==> config.mk <==
export PLATFORM = sky130hd
export DESIGN_NAME = hdTxRetry
export DESIGN_NICKNAME = d
export VERILOG_FILES = /design/src/rtl/hdtx_pkg.sv /design/src/rtl/hdTxRetryCtrl.sv /design/src/rtl/hdTxRetryPath.sv /design/src/rtl/hdTxRetry.sv
export SDC_FILE = /design/constraint.sdc
export NUM_CORES = 1
export LEC_CHECK = 0
export BUFFER_PORTS_ARGS = -buffer_cell sky130_fd_sc_hd__buf_4
export CORE_AREA = 4 4 68 51
export CTS_BUF_LIST = sky130_fd_sc_hd__clkbuf_2 sky130_fd_sc_hd__clkbuf_4 sky130_fd_sc_hd__clkbuf_8
export CTS_CLUSTER_DIAMETER = 100
export DETAILED_ROUTE_END_ITERATION = 8
export DIE_AREA = 0 0 72 55
export GPL_TIMING_DRIVEN = 0
export PLACE_DENSITY = 0.74
export SYNTH_ARGS = -nofsm -noshare
export SYNTH_HDL_FRONTEND = slang
export SYNTH_HIERARCHICAL = 1
export SYNTH_SLANG_ARGS = --single-unit
export TNS_END_PERCENT = 30
==> constraint.sdc <==
create_clock -name clk -period 2.2 [get_ports clk]
set_clock_uncertainty 0.2 [all_clocks]
set_input_delay 0.33 -clock clk [delete_from_list [all_inputs] [get_ports clk]]
set_output_delay 0.33 -clock clk [all_outputs]
set_load 0.05 [all_outputs]
==> src/rtl/hdtx_pkg.sv <==
package hdtx_pkg;

  typedef enum logic [1:0] {
    ST_IDLE    = 2'd0,
    ST_TX      = 2'd1,
    ST_BACKOFF = 2'd2
  } txState_t;

  // control -> datapath
  typedef struct packed {
    logic startAttempt;
    logic advance;
    logic restart;
    logic dropLimit;
    logic lateCol;
    logic underrun;
    logic done;
  } strobes_t;

  // datapath -> control
  typedef struct packed {
    logic inWindow;
    logic lastAttempt;
    logic backoffZero;
  } pathStatus_t;

endpackage

==> src/rtl/hdTxRetryCtrl.sv <==
module hdTxRetryCtrl
  import hdtx_pkg::*;
(
  input  logic        clk,
  input  logic        rstN,
  input  logic        fifoStart,
  input  logic        fifoValid,
  input  logic        fifoEnd,
  input  logic        fifoEmpty,
  input  logic        collision,
  input  logic        fullDuplex,
  input  pathStatus_t stat,
  output strobes_t    strb,
  output logic        txActive
);

  txState_t state, stateNext;
  logic     colEff;

  assign colEff   = collision & ~fullDuplex;
  assign txActive = (state == ST_TX);

  always_comb begin
    strb      = '0;
    stateNext = state;
    unique case (state)
      ST_IDLE: begin
        if (fifoStart) begin
          strb.startAttempt = 1'b1;
          stateNext         = ST_TX;
        end
      end
      ST_TX: begin
        if (colEff) begin
          if (!stat.inWindow) begin
            strb.lateCol = 1'b1;
            stateNext    = ST_IDLE;
          end else if (stat.lastAttempt) begin
            strb.dropLimit = 1'b1;
            stateNext      = ST_IDLE;
          end else begin
            strb.restart = 1'b1;
            stateNext    = ST_BACKOFF;
          end
        end else if (fifoValid && fifoEnd) begin
          strb.done = 1'b1;
          stateNext = ST_IDLE;
        end else if (!fifoValid && fifoEmpty) begin
          strb.underrun = 1'b1;
          stateNext     = ST_IDLE;
        end else begin
          strb.advance = 1'b1;
        end
      end
      ST_BACKOFF: begin
        if (stat.backoffZero) begin
          strb.startAttempt = 1'b1;
          stateNext         = ST_TX;
        end
      end
      default: stateNext = ST_IDLE;
    endcase
  end

  always_ff @(posedge clk) begin
    if (!rstN) state <= ST_IDLE;
    else       state <= stateNext;
  end

endmodule

==> src/rtl/hdTxRetryPath.sv <==
module hdTxRetryPath
  import hdtx_pkg::*;
#(
  parameter int SLOT_NIBBLES = 128,
  parameter int MAX_ATTEMPTS = 16,
  parameter int BACKOFF_STEP = 4,
  localparam int SLOT_W = $clog2(SLOT_NIBBLES + 1),
  localparam int ATT_W  = $clog2(MAX_ATTEMPTS + 1),
  localparam int BO_W   = $clog2(MAX_ATTEMPTS * BACKOFF_STEP + 1)
) (
  input  logic              clk,
  input  logic              rstN,
  input  strobes_t          strb,
  output pathStatus_t       stat,
  output logic [SLOT_W-1:0] slotCount,
  output logic [ATT_W-1:0]  attemptCount,
  output logic              restartReq,
  output logic              discardReq,
  output logic              forceBadCrc,
  output logic              evLateCol,
  output logic              evRetryLimit,
  output logic              evUnderrun
);

  logic [SLOT_W-1:0] slotCnt;
  logic [ATT_W-1:0]  attemptCnt;
  logic [BO_W-1:0]   backoffCnt;
  logic              frameExit;

  assign frameExit = strb.done | strb.lateCol | strb.underrun | strb.dropLimit;

  assign stat.inWindow    = (slotCnt < SLOT_W'(SLOT_NIBBLES));
  assign stat.lastAttempt = (attemptCnt == ATT_W'(MAX_ATTEMPTS - 1));
  assign stat.backoffZero = (backoffCnt == '0);

  // slot-window counter, saturating at the window length
  always_ff @(posedge clk) begin
    if (!rstN)
      slotCnt <= '0;
    else if (strb.startAttempt || frameExit || strb.restart)
      slotCnt <= '0;
    else if (strb.advance && slotCnt != SLOT_W'(SLOT_NIBBLES))
      slotCnt <= slotCnt + 1'b1;
  end

  // attempt counter
  always_ff @(posedge clk) begin
    if (!rstN)              attemptCnt <= '0;
    else if (frameExit)     attemptCnt <= '0;
    else if (strb.restart)  attemptCnt <= attemptCnt + 1'b1;
  end

  // linear backoff countdown
  always_ff @(posedge clk) begin
    if (!rstN)
      backoffCnt <= '0;
    else if (strb.restart)
      backoffCnt <= BO_W'((int'(attemptCnt) + 1) * BACKOFF_STEP);
    else if (backoffCnt != '0)
      backoffCnt <= backoffCnt - 1'b1;
  end

  // registered pulses
  always_ff @(posedge clk) begin
    if (!rstN) begin
      restartReq   <= 1'b0;
      discardReq   <= 1'b0;
      forceBadCrc  <= 1'b0;
      evLateCol    <= 1'b0;
      evRetryLimit <= 1'b0;
      evUnderrun   <= 1'b0;
    end else begin
      restartReq   <= strb.restart;
      discardReq   <= strb.lateCol | strb.underrun | strb.dropLimit;
      forceBadCrc  <= strb.lateCol | strb.underrun;
      evLateCol    <= strb.lateCol;
      evRetryLimit <= strb.dropLimit;
      evUnderrun   <= strb.underrun;
    end
  end

  assign slotCount    = slotCnt;
  assign attemptCount = attemptCnt;

endmodule

==> src/rtl/hdTxRetry.sv <==
module hdTxRetry
  import hdtx_pkg::*;
#(
  parameter int SLOT_NIBBLES = 128,
  parameter int MAX_ATTEMPTS = 16,
  parameter int BACKOFF_STEP = 4,
  localparam int SLOT_W = $clog2(SLOT_NIBBLES + 1),
  localparam int ATT_W  = $clog2(MAX_ATTEMPTS + 1)
) (
  input  logic              clk,
  input  logic              rstN,
  input  logic              fifoStart,
  input  logic              fifoValid,
  input  logic              fifoEnd,
  input  logic              fifoEmpty,
  input  logic              collision,
  input  logic              fullDuplex,
  output logic              txActive,
  output logic [SLOT_W-1:0] slotCount,
  output logic [ATT_W-1:0]  attemptCount,
  output logic              restartReq,
  output logic              discardReq,
  output logic              forceBadCrc,
  output logic              evLateCol,
  output logic              evRetryLimit,
  output logic              evUnderrun
);

  strobes_t    strb;
  pathStatus_t stat;

  hdTxRetryCtrl ctrl_i (
    .clk(clk), .rstN(rstN),
    .fifoStart(fifoStart), .fifoValid(fifoValid), .fifoEnd(fifoEnd),
    .fifoEmpty(fifoEmpty), .collision(collision), .fullDuplex(fullDuplex),
    .stat(stat), .strb(strb), .txActive(txActive)
  );

  hdTxRetryPath #(
    .SLOT_NIBBLES(SLOT_NIBBLES),
    .MAX_ATTEMPTS(MAX_ATTEMPTS),
    .BACKOFF_STEP(BACKOFF_STEP)
  ) path_i (
    .clk(clk), .rstN(rstN), .strb(strb), .stat(stat),
    .slotCount(slotCount), .attemptCount(attemptCount),
    .restartReq(restartReq), .discardReq(discardReq), .forceBadCrc(forceBadCrc),
    .evLateCol(evLateCol), .evRetryLimit(evRetryLimit), .evUnderrun(evUnderrun)
  );

endmodule

### Word-level counts from Yosys, hierarchy flattened

Index checks and enable logic that the tools add are counted.

* output and inout port bits: 20
* word-level logic and storage cells: 71
* register bits after elaboration: 28
* input bits: 8

* reduce and logical (&&, ||, !) cells: 14
* add/subtract/negate cells: 4
* muxes and demuxes: 26
* bitwise logic cells: 8
* $lt $le $gt $ge: 1
* eq/ne operators: 7

Operators by type and width (number)
* two-way mux 2 bit: 9
* two-way mux 7 bit: 2
* two-way mux 1 bit: 11
* adder 5 x 1 -> 5 bit, second input constant: 2
* adder 8 x 1 -> 8 bit, second input constant: 1
* < comparator 8 bit, second input constant: 1
* != test 8 bit, second input constant: 1
* zero test 7 bit: 1
* nonzero test 7 bit: 1
* subtractor 7 x 1 -> 7 bit, second input constant: 1
* two-way mux 6 bit: 1
* case mux 2 bit (3 select lines): 1
* OR reduction 2 bit: 3
* == test 5 x 4 -> 1 bit, second input constant: 1
* bitwise OR 1 bit: 5
* != test 4 x 1 -> 1 bit, second input constant: 1
* logical AND 1 bit: 3
* two-way mux 3 bit: 1
* AND reduction 3 bit: 1
* == test 2 x 1 -> 1 bit, second input constant: 1
* == test 2 bit, second input constant: 1
* zero test 2 bit: 1
* logical OR 1 bit: 2
* != test 2 x 1 -> 1 bit, second input constant: 1
* other kinds (6): 7

### Logic depth before layout (Yosys ltp)

Gate-level depths: netlist (run 1).

* depth after elaboration: 12
* mapped depth: 10
* mapped depth without buffers: 9

### Hierarchy

Netlist (run 1), hierarchy kept.

Modules (own cells, without submodules)
* hdTxRetryPath: sequential area each 520.5 um2, cells an instance 124, area an instance 1181.1 um2, instances 1
* hdTxRetryCtrl: sequential area each 40.0 um2, cells an instance 20, area an instance 173.9 um2, instances 1

### Worst setup path after synthesis (run 1)

No wires, ideal clock.

* kind: register -> register
* from: reg path_i.attemptCnt[0] (netlist: path_i/attemptCount[0])
* to: reg path_i.slotCnt[2] (netlist: path_i/slotCount[2])
* setup time: 0.060 ns
* buffers on the path: 1
* data required time: 1.940 ns
* period minus slack after synthesis: 2.581 ns
* data arrival time: 2.321 ns
* path slack: -0.381 ns
* cell stages (with the launch flop): 10
* path through: dfxtp_1 -> ha_1 -> and3_1 -> ha_1 -> nor3b_2 -> nand2b_1 -> or3b_1 -> buf_2 -> a31oi_1 -> o21a_1

RTL lines
* from (decl): line hdTxRetryPath.sv:26 `logic [ATT_W-1:0] attemptCnt;`
* from (signal assigned): line hdTxRetryPath.sv:50 `else if (strb.restart) attemptCnt <= attemptCnt + 1'b1;`
* to (signal assigned): line hdTxRetryPath.sv:43 `slotCnt <= slotCnt + 1'b1;`
* to (decl): line hdTxRetryPath.sv:25 `logic [SLOT_W-1:0] slotCnt;`

==> results of run 1 <==
==> registers in the layout (all words and copies together), names as in the netlist <==
register / cells
path_i/slotCount: 8
path_i/evRetryLimit: 1
path_i/evUnderrun: 1
path_i/backoffCnt: 7
path_i/attemptCount: 5
path_i/forceBadCrc: 1
path_i/restartReq: 1
ctrl_i/state: 2
path_i/evLateCol: 1
path_i/discardReq: 1
==> logic make-up after synthesis <==
| group | after synthesis | synth area share |
|---|---|---|
| AND/OR/NAND/NOR | 64 | 0.2724 |
| flip-flops | 28 | 0.4137 |
| XOR/XNOR | 17 | 0.1099 |
| AO/OA/AOI/OAI | 15 | 0.09972 |
| buffers and inverters | 12 | 0.03415 |
| adder cells (fa/ha/maj) | 6 | 0.05540 |
| multiplexers | 2 | 0.01477 |
==> Yosys cell counts (2+ instances only) <==
master    instances  area, sq um
nor2b_1           2        12.51
nand4_1           3        18.77
nand2b_1          3        18.77
nor3b_1           2        15.01
nand2_1           8        30.03
xnor2_1          10        87.58
mux2i_1           2        20.02
a211oi_1          2        15.01
ha_1              6        75.07
and3_1            2        12.51
nor3_1            2        10.01
o21a_1            4        30.03
xor2_1            7        61.31
nor2_1           21        78.83
dfxtp_1          28        560.5
nand3_1           4        20.02
inv_1             9        33.78
and2_1            6        37.54
o31ai_1           2        15.01
==> routing by layer <==
layer,vias to the layer above,GRT usage,share of wire
met5,-,0,0
met4,0,0.02813,0.0028
met3,2,0.04152,0.056
met2,22,0.2470,0.44
met1,517,0.1913,0.50
li1,555,-,-
==> layout make-up <==
type | count | area, sq um | area share
Timing Repair Buffer | 31 | 232.7 | 0.1325
Multi-Input combinational cell | 104 | 807.0 | 0.4594
Inverter | 9 | 33.78 | 0.01923
Clock buffer | 4 | 48.80 | 0.02778
Buffer | 2 | 16.27 | 0.009259
Tap cell | 36 | 45.04 | 0.02564
Sequential cell | 28 | 573.1 | 0.3262
==> repair_timing <==
action                     4_1_cts  5_1_grt
setup endpoints to repair       11       11
gates resized for setup          2        5
pin swaps                        0        3
setup buffers                    0        4
==> path summary, 6_finish.rpt <==
path	start	endpoint	slack, ps
worst max register to register	path_i/attemptCount[0]	path_i/slotCount[2]	-80
worst min-delay path	rstN	path_i/backoffCnt[2]	160
worst min register to register	path_i/attemptCount[4]	path_i/attemptCount[4]	330
worst max-delay path	path_i/attemptCount[0]	path_i/slotCount[2]	-80
==> worst reg2reg max path, delay by kind of cell (launching register included) <==
kind / cells / cell delay, ps
AO/OA/AOI/OAI: 2 / 270
buffers and inverters: 1 / 150
AND/OR/NAND/NOR: 5 / 910
flip-flops: 1 / 370
adder cells (fa/ha/maj): 2 / 330
==> power groups by stage <==
stage               combinational, mW  sequential [mW]  clock [mW]
floorplan                       0.419            0.646           0
global placement                0.505            0.642           0
detailed placement              0.522            0.645           0
CTS                             0.518            0.635       0.296
global route                    0.587            0.641       0.311
finish                          0.532            0.634       0.290
==> through the flow <==
step	area, sq um	setup WS (ps)
detailed placement	1654	-128.6
global placement	1654	-103.2
floorplan	1406	-12.70
finish	1757	-82.64
CTS	1707	-69.51
global route	1757	-178.4
==> out/metrics.yaml, run 1 <==
synth:
  postSynth.topFlopCell: "dfxtp_1"
  synth_enable_flop_cells: 0
  postSynthAreaPerCell_sq_um: 9.410
  synthesis.area_sq_mm: 0.001355
  synthesis.instances: 144
  count_of_warnings_emitted_by_yosys: 6
  synthArstFlopShare: 0
  yosysSeqAreaShare: 0.4137
  number_of_synthesized_register_bits: 28
  synth_cell_types: 40
  synth_nets: 158
placement:
  globalplace.congestion: 0.8232
  dpl.cell_count: 207
  buffer_ports.inserted: 27
  place.detailed.hpwl_um: 2184
setup_path:
  type_of_the_worst_setup_path: "reg -> reg"
  crit_chain: "ha_4 -> and3_4 -> ha_4 -> nand2_2 -> nor2_4 -> nor4_4 -> or3b_1 -> buf_6 -> a31oi_1 -> o21a_1"
  critPathCaptureType: "flop"
  cp_slowest_stage_delay_ps: 390
  critPathBufInv: 1
  arrival_ps: 2310
  cp_common_cell: "ha_4"
  crit_path_max_fanout: 7
  critical-path-top-delay-family: "simple AND/OR/NAND/NOR gates"
  worst_path_max_delay_cell: "or3b_1"
  timing.critical_path.depth: 10
  critical_path_required_ps: 2220
  rr_worst_depth: 10
  start_kind: "flop"
sta:
  worst_slew_pin_slew_ps: 422.9
  holdWs_ps: 156.0
  setup_viol_count_final: 4
  layout_worst_path_cycle_share: 1.038
  final-max-slew-violation-count: 0
  setup_tns_final_ps: -208.8
  min_period_ps: 2283
  timing_hold_violations_final: 0
  final.setup.worst_slack_ps: -82.64
  unrepaired_setup_endpoints_after_global_routing: "true"
  max_clock_freq_ghz: 0.4381
  remaining_max_slew_budget_at_the_tightest_pin: 0.7168
finish:
  layout-drive-gt1-share: 0.3315
  nets: 193
  layout.cells.most_common: "buf_4"
  area.growth.synth_to_final_pct: 29.64
  layout.cells.most_common_list: "31 x buf_4, 22 x dfxtp_1, 20 x nor2_1, 10 x xnor2_1, 9 x inv_1"
  filler_cell_count: 227
  n_antenna_cell: 0
  fin_util: 0.6359
  stdcell_count: 214
power_and_ir_drop:
  vdd_ir_drop_max_mv: 0.4617
  report.power.total_mw: 1.456
  static-leakage-power_nw: 0.7342
  total_internal_power_mw: 0.9873
  netSwitchingFraction: 0.3220
  power_density_mw_per_mm2: 828.9
  power.clock.fraction: 0.199
  p_switching_mw: 0.4689
  power.share.sequential: 0.436
  combinationalPowerShare: 0.365
cts:
  hold_buffers: 0
  clock_latency_ps: 270
  clock_sinks: 28
  clock_tree.root_cell: "clkbuf_8"
  tritoncts.num_buffers: 3
  cts-htree-levels: 1
  cts_max_path_buffers: 2
  cts_tree: "yes"
  path_clk_slew_ps: 90
global_route:
  grt_start_max_net_pins: 16
  grt_pass1_vias: 976
  antenna_violations_before_repair: 0
  remaining_global_route_overflow: 0
  grt.total_usage: 0.1466
  wire_length_of_the_first_global_routing_pass_um: 4485
worst_hold_path:
  hp-class: "in -> reg"
  worstHoldPathCells: 2
routing:
  drtAntennaViolNets: 0
  routedWlPerCell_um: 13.34
  drtPass1Iterations: 4
  remaining_drc_errors: 0
  drt_wl_total_um: 2855
  dr_total_vias: 1096
  vias_per_cell: 5.121
  detail_route.iter0.violations: 35
floorplanning:
  design.portCount: 28
  die-width_um: 72
  floorplan.core_area_sq_mm: 0.002763
  floorplan.initialDensity: 0.4905
  die-height_um: 55
  die-area_sq_mm: 0.003960
  rows: 16
run_status:
  status: "finished with violations"
  violated_checks: "setup timing"
run:
  total_of_max_cap_violations: 0
(Power assumes the default switching activity.)
==> run 2: changes to the inputs <==
- CORE_AREA: 4 4 68 51 -> 4 4 80 60
- DIE_AREA: 0 0 72 55 -> 0 0 84 64
- PLACE_DENSITY: 0.74 -> default
==> run 2 against run 1 <==
The run still ends with setup timing left. Power rose by 1.1%. Wire length increased by 2.8%. Hold slack barely moved. Cell area increased by 2.8%. Combinational power shrank 0.8%. Critical path depth is the same. Register-to-register slack lost 40 ps. Clock-buffer cell count is the same. Largest power group unchanged. Highest routed layer unchanged.
==> out/metrics.yaml, run 2 (same netlist as run 1, synthesis figures left out) <==
setup_path:
  cp_common_cell: "ha_4"
  type_of_the_worst_setup_path: "reg -> reg"
  crit_chain: "ha_4 -> and3_4 -> ha_4 -> nand2_4 -> nor2_4 -> nor4_4 -> or3b_1 -> buf_6 -> a31oi_1 -> o21a_1"
  critPathCaptureType: "flop"
  arrival_ps: 2350  # +40 ps
  worst_path_max_delay_cell: "or3b_1"
  cp_slowest_stage_delay_ps: 390  # about the same
  start_kind: "flop"
  crit_path_max_fanout: 6  # -1
  critical_path_required_ps: 2220  # about the same
routing:
  drtPass1Iterations: 4  # unchanged
  drt_wl_total_um: 2934  # +2.8%
  vias_per_cell: 4.718  # -7.9%
  routedWlPerCell_um: 12.54  # -6.0%
  dr_total_vias: 1104  # +0.73%
  detail_route.iter0.violations: 52  # +49%
  drtAntennaViolNets: 0  # unchanged
  remaining_drc_errors: 0  # unchanged
sta:
  final-max-slew-violation-count: 0  # unchanged
  setup_viol_count_final: 4  # unchanged
  unrepaired_setup_endpoints_after_global_routing: "true"
  setup_tns_final_ps: -298.7  # -89.96 ps
  layout_worst_path_cycle_share: 1.057  # +0.01951
  max_clock_freq_ghz: 0.4300  # -1.8%
  worst_slew_pin_slew_ps: 366.8  # -56.12 ps
  timing_hold_violations_final: 0  # unchanged
  remaining_max_slew_budget_at_the_tightest_pin: 0.7546  # +0.03781
  final.setup.worst_slack_ps: -125.6  # -42.92 ps
  min_period_ps: 2326  # +42.92 ps
cts:
  cts_max_path_buffers: 2  # unchanged
  path_clk_slew_ps: 90  # about the same
  hold_buffers: 0  # unchanged
  tritoncts.num_buffers: 3  # unchanged
  clock_sinks: 28  # unchanged
  clock_latency_ps: 270  # about the same
  clock_tree.root_cell: "clkbuf_8"
  cts-htree-levels: 1  # unchanged
  cts_tree: "yes"
floorplanning:
  die-height_um: 64  # +16%
  die-width_um: 84  # +17%
  rows: 20  # +4
  design.portCount: 28  # unchanged
  die-area_sq_mm: 0.005376  # +36%
  floorplan.core_area_sq_mm: 0.004104  # +49%
  floorplan.initialDensity: 0.3302  # -0.1603
finish:
  n_antenna_cell: 0  # unchanged
  sequential_cell_area_sq_um: 573.1  # unchanged
  area.growth.synth_to_final_pct: 33.33
  filler_cell_count: 403  # +78%
  combined_area_of_the_multi_input_logic_cells_sq_um: 817.0  # +1.2%
  layout.cells.most_common_list: "32 x buf_4, 22 x dfxtp_1, 20 x nor2_1, 10 x xnor2_1, 9 x inv_1"
  stdcell_count: 234  # +9.3%
  layout-drive-gt1-share: 0.3296  # -0.001852
  layout.cells.most_common: "buf_4"
  largest_register_ffs: 8  # unchanged
  nets: 194  # +0.52%
power_and_ir_drop:
  combinationalPowerShare: 0.359  # -0.006
  vdd_ir_drop_max_mv: 0.3606  # -22%
  power.share.sequential: 0.431  # -0.005
  power_density_mw_per_mm2: 814.5  # -1.7%
  p_switching_mw: 0.4710  # +0.46%
  total_internal_power_mw: 1.001  # +1.3%
  netSwitchingFraction: 0.3201  # -0.001924
  power.clock.fraction: 0.210  # +0.011
  report.power.total_mw: 1.472  # +1.1%
  static-leakage-power_nw: 0.7441  # +1.4%
run:
  total_of_max_cap_violations: 0  # unchanged
placement:
  buffer_ports.inserted: 27  # unchanged
  globalplace.congestion: 0.7829  # -4.9%
  place.detailed.hpwl_um: 2239  # +2.5%
  dpl.cell_count: 226  # +9.2%
global_route:
  wire_length_of_the_first_global_routing_pass_um: 4843  # +8.0%
  antenna_violations_before_repair: 0  # unchanged
  grt_start_max_net_pins: 16  # unchanged
  remaining_global_route_overflow: 0  # unchanged
  grt_pass1_vias: 1038  # +6.4%
  grt.total_usage: 0.1117  # -0.03488
run_status:
  violated_checks: "setup timing"
  status: "finished with violations"
worst_hold_path:
  hp-class: "in -> reg"
==> run 2: timing repair <==
| action | CTS | global route |
|---|---|---|
| buffers inserted | 0 | 5 |
| pin swaps | 0 | 6 |
| gates resized for setup | 3 | 7 |
| endpoints found under the setup margin | 15 | 13 |
| gates cloned | 0 | 0 |
==> run 2: metrics by stage <==
step | worst slack, ps | hold slack, ps | utilization | instance area [sq um]
after global routing | -211.9 | 153.5 | 0.4402 | 1807
final | -125.6 | 155.8 | 0.4402 | 1807
after CTS | -83.29 | 150.2 | 0.4244 | 1742
after detailed placement | -145.2 | 290.7 | 0.4088 | 1678
after global placement | -158.4 | 287.5 | 0.4088 | 1678
after floorplan | -12.70 | 247.6 | - | 1406
==> run 2: final timing paths <==
kind / startpoint / endpoint / slack (ps) / depth (start not counted)
worst max register to register: path_i/attemptCount[0] / path_i/slotCount[2] / -130 / 10
worst max-delay path: path_i/attemptCount[0] / path_i/slotCount[2] / -130 / 10
worst min-delay path: rstN / ctrl_i/state[1] / 160 / 2
worst min register to register: path_i/attemptCount[4] / path_i/attemptCount[4] / 300 / 2
==> run 2: power groups by stage <==
| stage | sequential [mW] | clock, mW | combinational [mW] |
|---|---|---|---|
| floorplan | 0.646 | 0 | 0.419 |
| CTS | 0.634 | 0.322 | 0.534 |
| global placement | 0.643 | 0 | 0.509 |
| global route | 0.644 | 0.341 | 0.586 |
| detailed placement | 0.644 | 0 | 0.527 |
| finish | 0.634 | 0.310 | 0.528 |
==> run 2: area by class of cell <==
| cell class | instances | share of cell area |
|---|---|---|
| Timing Repair Buffer | 32 | 0.1330 |
| Tap cell | 55 | 0.03809 |
| Clock buffer | 4 | 0.03047 |
| Buffer | 2 | 0.01039 |
| Inverter | 9 | 0.01870 |
| Sequential cell | 28 | 0.3172 |
| Multi-Input combinational cell | 104 | 0.4522 |
==> run 2: layer usage <==
metal | vias up | GRT usage | routed length, um
li1 | 561 | - | -
met1 | 512 | 0.1511 | 1464
met2 | 29 | 0.1687 | 1292
met3 | 2 | 0.04381 | 163
met4 | 0 | 0.02410 | 14
met5 | - | 0 | 0
==> run 2: critical path: cells and delay by family, from the launching register on <==
family | cells | cell delay (ps)
simple gates | 5 | 930
flops | 1 | 370
fa+ha+maj | 2 | 350
compound gates | 2 | 270
buf+inv | 1 | 140
